[src/rtl/async_tx_pkg.sv]
package async_tx_pkg;
  // What the shifter is told to load at a word boundary
  typedef enum logic [1:0] {
    WK_NONE = 2'd0,
    WK_PRE  = 2'd1,
    WK_BRK  = 2'd2,
    WK_DATA = 2'd3
  } word_kind_e;
endpackage

[src/rtl/async_tx_hold.sv]
module async_tx_hold #(
  parameter int DATA_W = 8
) (
  input  logic              clk,
  input  logic              rst_n,
  input  logic              wr_en,
  input  logic [DATA_W-1:0] wr_data,
  input  logic              take,
  output logic              hold_valid,
  output logic [DATA_W-1:0] hold_data
);
  logic              valid_q, valid_d;
  logic [DATA_W-1:0] data_q,  data_d;

  // a write in the same cycle as a take refills the register
  always_comb begin
    valid_d = valid_q;
    data_d  = data_q;
    if (take)  valid_d = 1'b0;
    if (wr_en) begin
      valid_d = 1'b1;
      data_d  = wr_data;
    end
  end

  always_ff @(posedge clk or negedge rst_n) begin
    if (!rst_n) begin
      valid_q <= 1'b0;
      data_q  <= '0;
    end else begin
      valid_q <= valid_d;
      data_q  <= data_d;
    end
  end

  assign hold_valid = valid_q;
  assign hold_data  = data_q;
endmodule

[src/rtl/async_tx_ctrl.sv]
module async_tx_ctrl
  import async_tx_pkg::*;
(
  input  logic       clk,
  input  logic       rst_n,
  input  logic       bit_tick,
  input  logic       tx_en,
  input  logic       brk_req,
  input  logic       at_boundary,
  input  logic       hold_valid,
  output word_kind_e load_kind,
  output logic       pend_pre,
  output logic       pend_brk
);
  logic en_q, brk_q, guard_q, pre_q, pbrk_q;
  logic en_d, brk_d, guard_d, pre_d, pbrk_d;
  logic en_rise, en_fall, brk_fall, load_ok;

  assign en_rise  = tx_en & ~en_q;
  assign en_fall  = ~tx_en & en_q;
  assign brk_fall = ~brk_req & brk_q;
  // a fresh enable holds off loading for one full tick
  assign load_ok  = at_boundary & tx_en & ~guard_q & ~en_rise;

  always_comb begin
    load_kind = WK_NONE;
    if (load_ok) begin
      if (pre_q)                 load_kind = WK_PRE;
      else if (brk_req | pbrk_q) load_kind = WK_BRK;
      else if (hold_valid)       load_kind = WK_DATA;
    end
  end

  always_comb begin
    en_d    = tx_en;
    brk_d   = brk_req;
    guard_d = en_rise | (guard_q & ~bit_tick);
    pre_d   = en_fall | (pre_q & (load_kind != WK_PRE));
    pbrk_d  = brk_fall | (pbrk_q & (load_kind != WK_BRK));
  end

  always_ff @(posedge clk or negedge rst_n) begin
    if (!rst_n) begin
      en_q    <= 1'b0;
      brk_q   <= 1'b0;
      guard_q <= 1'b0;
      pre_q   <= 1'b0;
      pbrk_q  <= 1'b0;
    end else begin
      en_q    <= en_d;
      brk_q   <= brk_d;
      guard_q <= guard_d;
      pre_q   <= pre_d;
      pbrk_q  <= pbrk_d;
    end
  end

  assign pend_pre = pre_q;
  assign pend_brk = pbrk_q;
endmodule

[src/rtl/async_tx_shift.sv]
module async_tx_shift
  import async_tx_pkg::*;
#(
  parameter int DATA_W = 8
) (
  input  logic              clk,
  input  logic              rst_n,
  input  logic              bit_tick,
  input  word_kind_e        load_kind,
  input  logic [DATA_W-1:0] load_data,
  output logic              line,
  output logic              busy,
  output logic              at_boundary
);
  localparam int FRAME_W = DATA_W + 3;
  localparam int CNT_W   = $clog2(FRAME_W + 1);
  localparam logic [CNT_W-1:0] WORD_CNT = CNT_W'(DATA_W + 2);
  localparam logic [CNT_W-1:0] BRK_CNT  = CNT_W'(DATA_W + 3);

  logic [FRAME_W-1:0] frame_q, frame_d;
  logic [CNT_W-1:0]   cnt_q,   cnt_d;

  assign busy        = (cnt_q != '0);
  assign at_boundary = bit_tick & (cnt_q <= CNT_W'(1));

  always_comb begin
    frame_d = frame_q;
    cnt_d   = cnt_q;
    if (bit_tick && busy) begin
      frame_d = {1'b1, frame_q[FRAME_W-1:1]};
      cnt_d   = cnt_q - CNT_W'(1);
    end
    unique case (load_kind)
      WK_DATA: begin
        frame_d = {2'b11, load_data, 1'b0};
        cnt_d   = WORD_CNT;
      end
      WK_PRE: begin
        frame_d = '1;
        cnt_d   = WORD_CNT;
      end
      WK_BRK: begin
        frame_d = {1'b1, {(FRAME_W-1){1'b0}}};
        cnt_d   = BRK_CNT;
      end
      default: ;
    endcase
  end

  always_ff @(posedge clk or negedge rst_n) begin
    if (!rst_n) begin
      frame_q <= '1;
      cnt_q   <= '0;
    end else begin
      frame_q <= frame_d;
      cnt_q   <= cnt_d;
    end
  end

  assign line = busy ? frame_q[0] : 1'b1;
endmodule

[src/rtl/async_tx.sv]
module async_tx
  import async_tx_pkg::*;
#(
  parameter int DATA_W = 8
) (
  input  logic              clk,
  input  logic              rst_n,
  input  logic              bit_tick,
  input  logic              tx_en,
  input  logic              rx_en,
  input  logic              brk_req,
  input  logic              dr_wr,
  input  logic [DATA_W-1:0] dr_wdata,
  output logic              txd,
  output logic              txd_oe,
  output logic              dr_empty,
  output logic              tx_done
);
  word_kind_e        load_kind;
  logic              hold_valid;
  logic [DATA_W-1:0] hold_data;
  logic              pend_pre, pend_brk;
  logic              shift_busy, at_boundary, line;

  async_tx_hold #(.DATA_W(DATA_W)) u_hold (
    .clk        (clk),
    .rst_n      (rst_n),
    .wr_en      (dr_wr),
    .wr_data    (dr_wdata),
    .take       (load_kind == WK_DATA),
    .hold_valid (hold_valid),
    .hold_data  (hold_data)
  );

  async_tx_ctrl u_ctrl (
    .clk         (clk),
    .rst_n       (rst_n),
    .bit_tick    (bit_tick),
    .tx_en       (tx_en),
    .brk_req     (brk_req),
    .at_boundary (at_boundary),
    .hold_valid  (hold_valid),
    .load_kind   (load_kind),
    .pend_pre    (pend_pre),
    .pend_brk    (pend_brk)
  );

  async_tx_shift #(.DATA_W(DATA_W)) u_shift (
    .clk         (clk),
    .rst_n       (rst_n),
    .bit_tick    (bit_tick),
    .load_kind   (load_kind),
    .load_data   (hold_data),
    .line        (line),
    .busy        (shift_busy),
    .at_boundary (at_boundary)
  );

  assign txd      = line;
  assign txd_oe   = tx_en | rx_en;
  assign dr_empty = ~hold_valid;
  assign tx_done  = ~shift_busy & hold_valid == 1'b0 & ~pend_pre & ~pend_brk & ~brk_req;
endmodule

[config.mk]
export PLATFORM = sky130hd
export DESIGN_NAME = async_tx
export DESIGN_NICKNAME = d
export VERILOG_FILES = /design/src/rtl/async_tx_pkg.sv /design/src/rtl/async_tx_hold.sv /design/src/rtl/async_tx_ctrl.sv /design/src/rtl/async_tx_shift.sv /design/src/rtl/async_tx.sv
export SDC_FILE = /design/constraint.sdc
export NUM_CORES = 1
export LEC_CHECK = 0
export BUFFER_PORTS_ARGS = -buffer_cell sky130_fd_sc_hd__buf_4
export CAP_MARGIN = 20
export CORE_AREA = 2 2 53 55
export CTS_CLUSTER_DIAMETER = 80
export CTS_CLUSTER_SIZE = 24
export DETAILED_ROUTE_END_ITERATION = 7
export DIE_AREA = 0 0 55 57
export GPL_TIMING_DRIVEN = 1
export PLACE_DENSITY = 0.79
export REMOVE_ABC_BUFFERS = 1
export SLEW_MARGIN = 20
export SYNTH_ARGS = -nofsm -noshare
export SYNTH_HDL_FRONTEND = slang
export SYNTH_SLANG_ARGS = --single-unit
[constraint.sdc]
create_clock -name clk -period 5.05 [get_ports clk]
set_input_delay 0.505 -clock clk [delete_from_list [all_inputs] [get_ports clk]]
set_output_delay 0.505 -clock clk [all_outputs]
set_load 0.1 [all_outputs]
==> summary.md <==
The run finished with clean final reports. The via count of the first global-routing pass was 854; the post-CTS setup repair buffer count was 0. The critical path class is reg -> out.

At the pin with the least slew margin, the transition time is 1.06 ns. The chip width came out at 55 µm. The number of cells produced by synthesis is 112, and the share of the synthesized area in the top cell type is 0.331. The sequential cells in the finished layout cover a total of 713 µm². For the worst-skew pair, the clock arrives at the later sink with an insertion delay of 0.33 ns.

At the end of the flow, the number of nets in the layout was 147. Once detail routing completed, the nets flagged for antenna violations numbered 0. The maximum VDD drop was 0.270 mV. The maximum clock frequency is 426 MHz. Synthesis inferred 28 register bits. The average instance area after synthesis is 12.1 µm², and the number of input and output port buffers inserted is 18. The first TritonRoute pass finished after 4 iterations. The tools report the kind of capture point of the worst setup path as a primary output.

After synthesis, the most frequently instantiated cells are 18 x sky130_fd_sc_hd__dfrtp_1, 13 x sky130_fd_sc_hd__nor2_1, 10 x sky130_fd_sc_hd__dfstp_2. The class of the tightest hold or removal check was in -> async. The floorplan step defined a core boundary enclosing 0.00262 mm². The tools report the final number of setup-violating endpoints as 0.

The largest fanout on the critical path was 3. Final hold violation count: 0. Post-CTS repair changed the size of 0 cells. The clock-pin transition on the worst setup and hold timing paths is 0.15 ns. In the routed design, unresolved DRC markers number 0.

Summing all multi-input logic gate instances after layout gives 576 µm². TritonCTS built the clock tree. In this run the power density over the cells is 383 mW/mm². Total power for the finished layout comes to 0.583 mW. For the global route total overflow, the log shows 0. The number of antenna cells inserted came out at 0.

The detailed router finished its first iteration with 10 violations. sky130_fd_sc_hd__dfrtp_1 is the most common cell in the netlist. The congestion estimate from routability-driven global placement came to 0.659.

Fill cells in the final layout number 225. Entering global routing, the biggest net connects 29 pins. The run gives 0.00149 mm² as the instance area after placement.

The max-slew violation count is 0, and the sum of net half-perimeters after detailed placement is 1.71 mm. The tools report the combined global-route utilization of all metal layers as 0.172. Setup repair after global routing left no endpoint under its margin.

The proportion of register bits with asynchronous set or reset after synthesis came out at 1.00. The post-route clock period utilization is 0.465. The main flop type after synthesis is sky130_fd_sc_hd__dfrtp_1. Of all cell types, the one taking the most synthesized area is sky130_fd_sc_hd__dfrtp_1. The first global-routing pass estimated 3.90 mm of wire.

Across the routed clock network, the largest skew measured is 0.00705 ns. The starting utilization of the core area was 0.520. The logs give 1 for the H-tree depth and 19 for the number of placement rows. The cell area after layout came out at 0.00153 mm². The worst setup path is launched from a flip-flop. The logs give 0 ns for the setup total negative slack and 0.00136 mm² for the total standard cell area after synthesis. The fraction of layout cells with a size suffix above 1 was 0.406. Dividing the detail-routed wire length by the instance count gives 14.9 µm. The via density per instance is 5.60.

The initial antenna violation count is 0, and the area of the die is 0.00314 mm². For the total number of vias, the log shows 891. By area the synthesized netlist is led by sky130_fd_sc_hd__dfrtp_1 33%, sky130_fd_sc_hd__dfstp_2 19%, sky130_fd_sc_hd__o22ai_2 7.4%. Data on the critical path is required at its endpoint by 4.55 ns. The final routed wirelength across all metal layers is 2.37 mm, and the count of pins on the block boundary is 19. The fraction of the yosys area taken by sequential cells is 0.525. The worst path needs 2.35 ns of the cycle, external delays included. In this run the vertical extent of the chip is 57 µm. The arrival time of data at the critical path endpoint is 1.84 ns. The clock passes through at most 2 buffers. The clock sink total was 28; the synthesis-to-finish area growth was 12.2%. For the worst slew margin relative to its limit, the log shows 0.294. Root cell of the clock tree: sky130_fd_sc_hd__clkbuf_4. Across the run, the number of max-cap violations was 0. In this run the static leakage power is 0.687 nW. TritonCTS created 3 clock buffers. The Yosys step of the flow raised 0 warnings.

The unique cell type count in the Yosys netlist was 35. The hold-fix buffer count after cts was 0; the number of enable flip-flop cells after synthesis was 0. The tightest hold path in the finished design has a slack of 0.0579 ns.
power by group:
part | switching (mW) | internal, mW | leakage [nW]
Clock | 0.0671 | 0.0442 | 0.0210
Sequential | 0.0276 | 0.269 | 0.310
Combinational | 0.0954 | 0.0806 | 0.356
Total | 0.190 | 0.393 | 0.687
kinds of logic after synthesis:
logic type,share of synthesized area
adders and majority gates,0.0276
buffers and inverters,0.0516
DFF,0.525
and+or+nand+nor,0.107
muxes,0.133
xor gates and xnor gates,0.00645
AOI/OAI and AO/OA,0.150
routing by layer:
metal | share of wire | vias up | wire, µm | global-route usage
met2 | 0.51 | 20 | 1210 | 0.281
met4 | 0.013 | 0 | 31 | 0.0732
met1 | 0.43 | 442 | 1030 | 0.224
met3 | 0.040 | 4 | 95 | 0.0236
met5 | 0 | - | 0 | 0
li1 | - | 425 | - | -
through the flow:
stage,utilization,setup slack (ns),std cells
after floorplan,-,2.90,106
after global placement,0.569,2.99,155
after detailed placement,0.569,2.90,155
after global routing,0.583,2.60,159
final,0.583,2.70,159
after CTS,0.583,2.73,159
worst max-delay path: stages, from the launching register on:
cell                      delay (ns)
sky130_fd_sc_hd__dfrtp_1        0.44
sky130_fd_sc_hd__inv_1          0.11
sky130_fd_sc_hd__ha_1           0.19
sky130_fd_sc_hd__nor3b_1        0.31
sky130_fd_sc_hd__and2_1         0.18
sky130_fd_sc_hd__buf_4          0.28
placed cells by master, fill, tap and decap left out, types with 3 or more instances in the layout:
cell                       instances
sky130_fd_sc_hd__buf_4            18
sky130_fd_sc_hd__dfrtp_1          18
sky130_fd_sc_hd__nor2_1           13
sky130_fd_sc_hd__dfstp_2          10
sky130_fd_sc_hd__mux2i_1           9
sky130_fd_sc_hd__mux2_2            8
sky130_fd_sc_hd__o22ai_2           8
sky130_fd_sc_hd__inv_1             7
sky130_fd_sc_hd__ha_1              3
sky130_fd_sc_hd__clkbuf_4          3
registers in the layout, summed over array words and instances, names as in the netlist:
| register | count |
|---|---|
| u_shift.cnt_q | 4 |
| u_ctrl.guard_q | 1 |
| u_shift.frame_q | 10 |
| u_hold.hold_valid | 1 |
| u_ctrl.pend_pre | 1 |
| u_ctrl.pend_brk | 1 |
| u_hold.hold_data | 8 |
| u_ctrl.en_q | 1 |
| u_ctrl.brk_q | 1 |
final cells by class:
class,instances,share of cell area
Clock buffer,4,0.0238
Inverter,7,0.0172
Multi-Input combinational cell,71,0.377
Sequential cell,28,0.468
Tap cell,31,0.0254
Timing Repair Buffer,18,0.0886
path summary, 6_finish.rpt:
check                           slack (ns)  depth (start not counted)            endpoint        startpoint
min in group clk                      0.30                          1         u_ctrl.en_q             tx_en
worst max-delay path                  2.70                          5             tx_done  u_shift.cnt_q[0]
worst min-delay path                  0.06                          1         u_ctrl.en_q             rst_n
worst max register to register        2.89                          6  u_shift.frame_q[6]  u_shift.cnt_q[0]
max in group asynchronous             4.68                          1  u_shift.frame_q[8]             rst_n
worst min register to register        0.50                          1      u_ctrl.guard_q       u_ctrl.en_q
(Power assumes the default switching activity.)
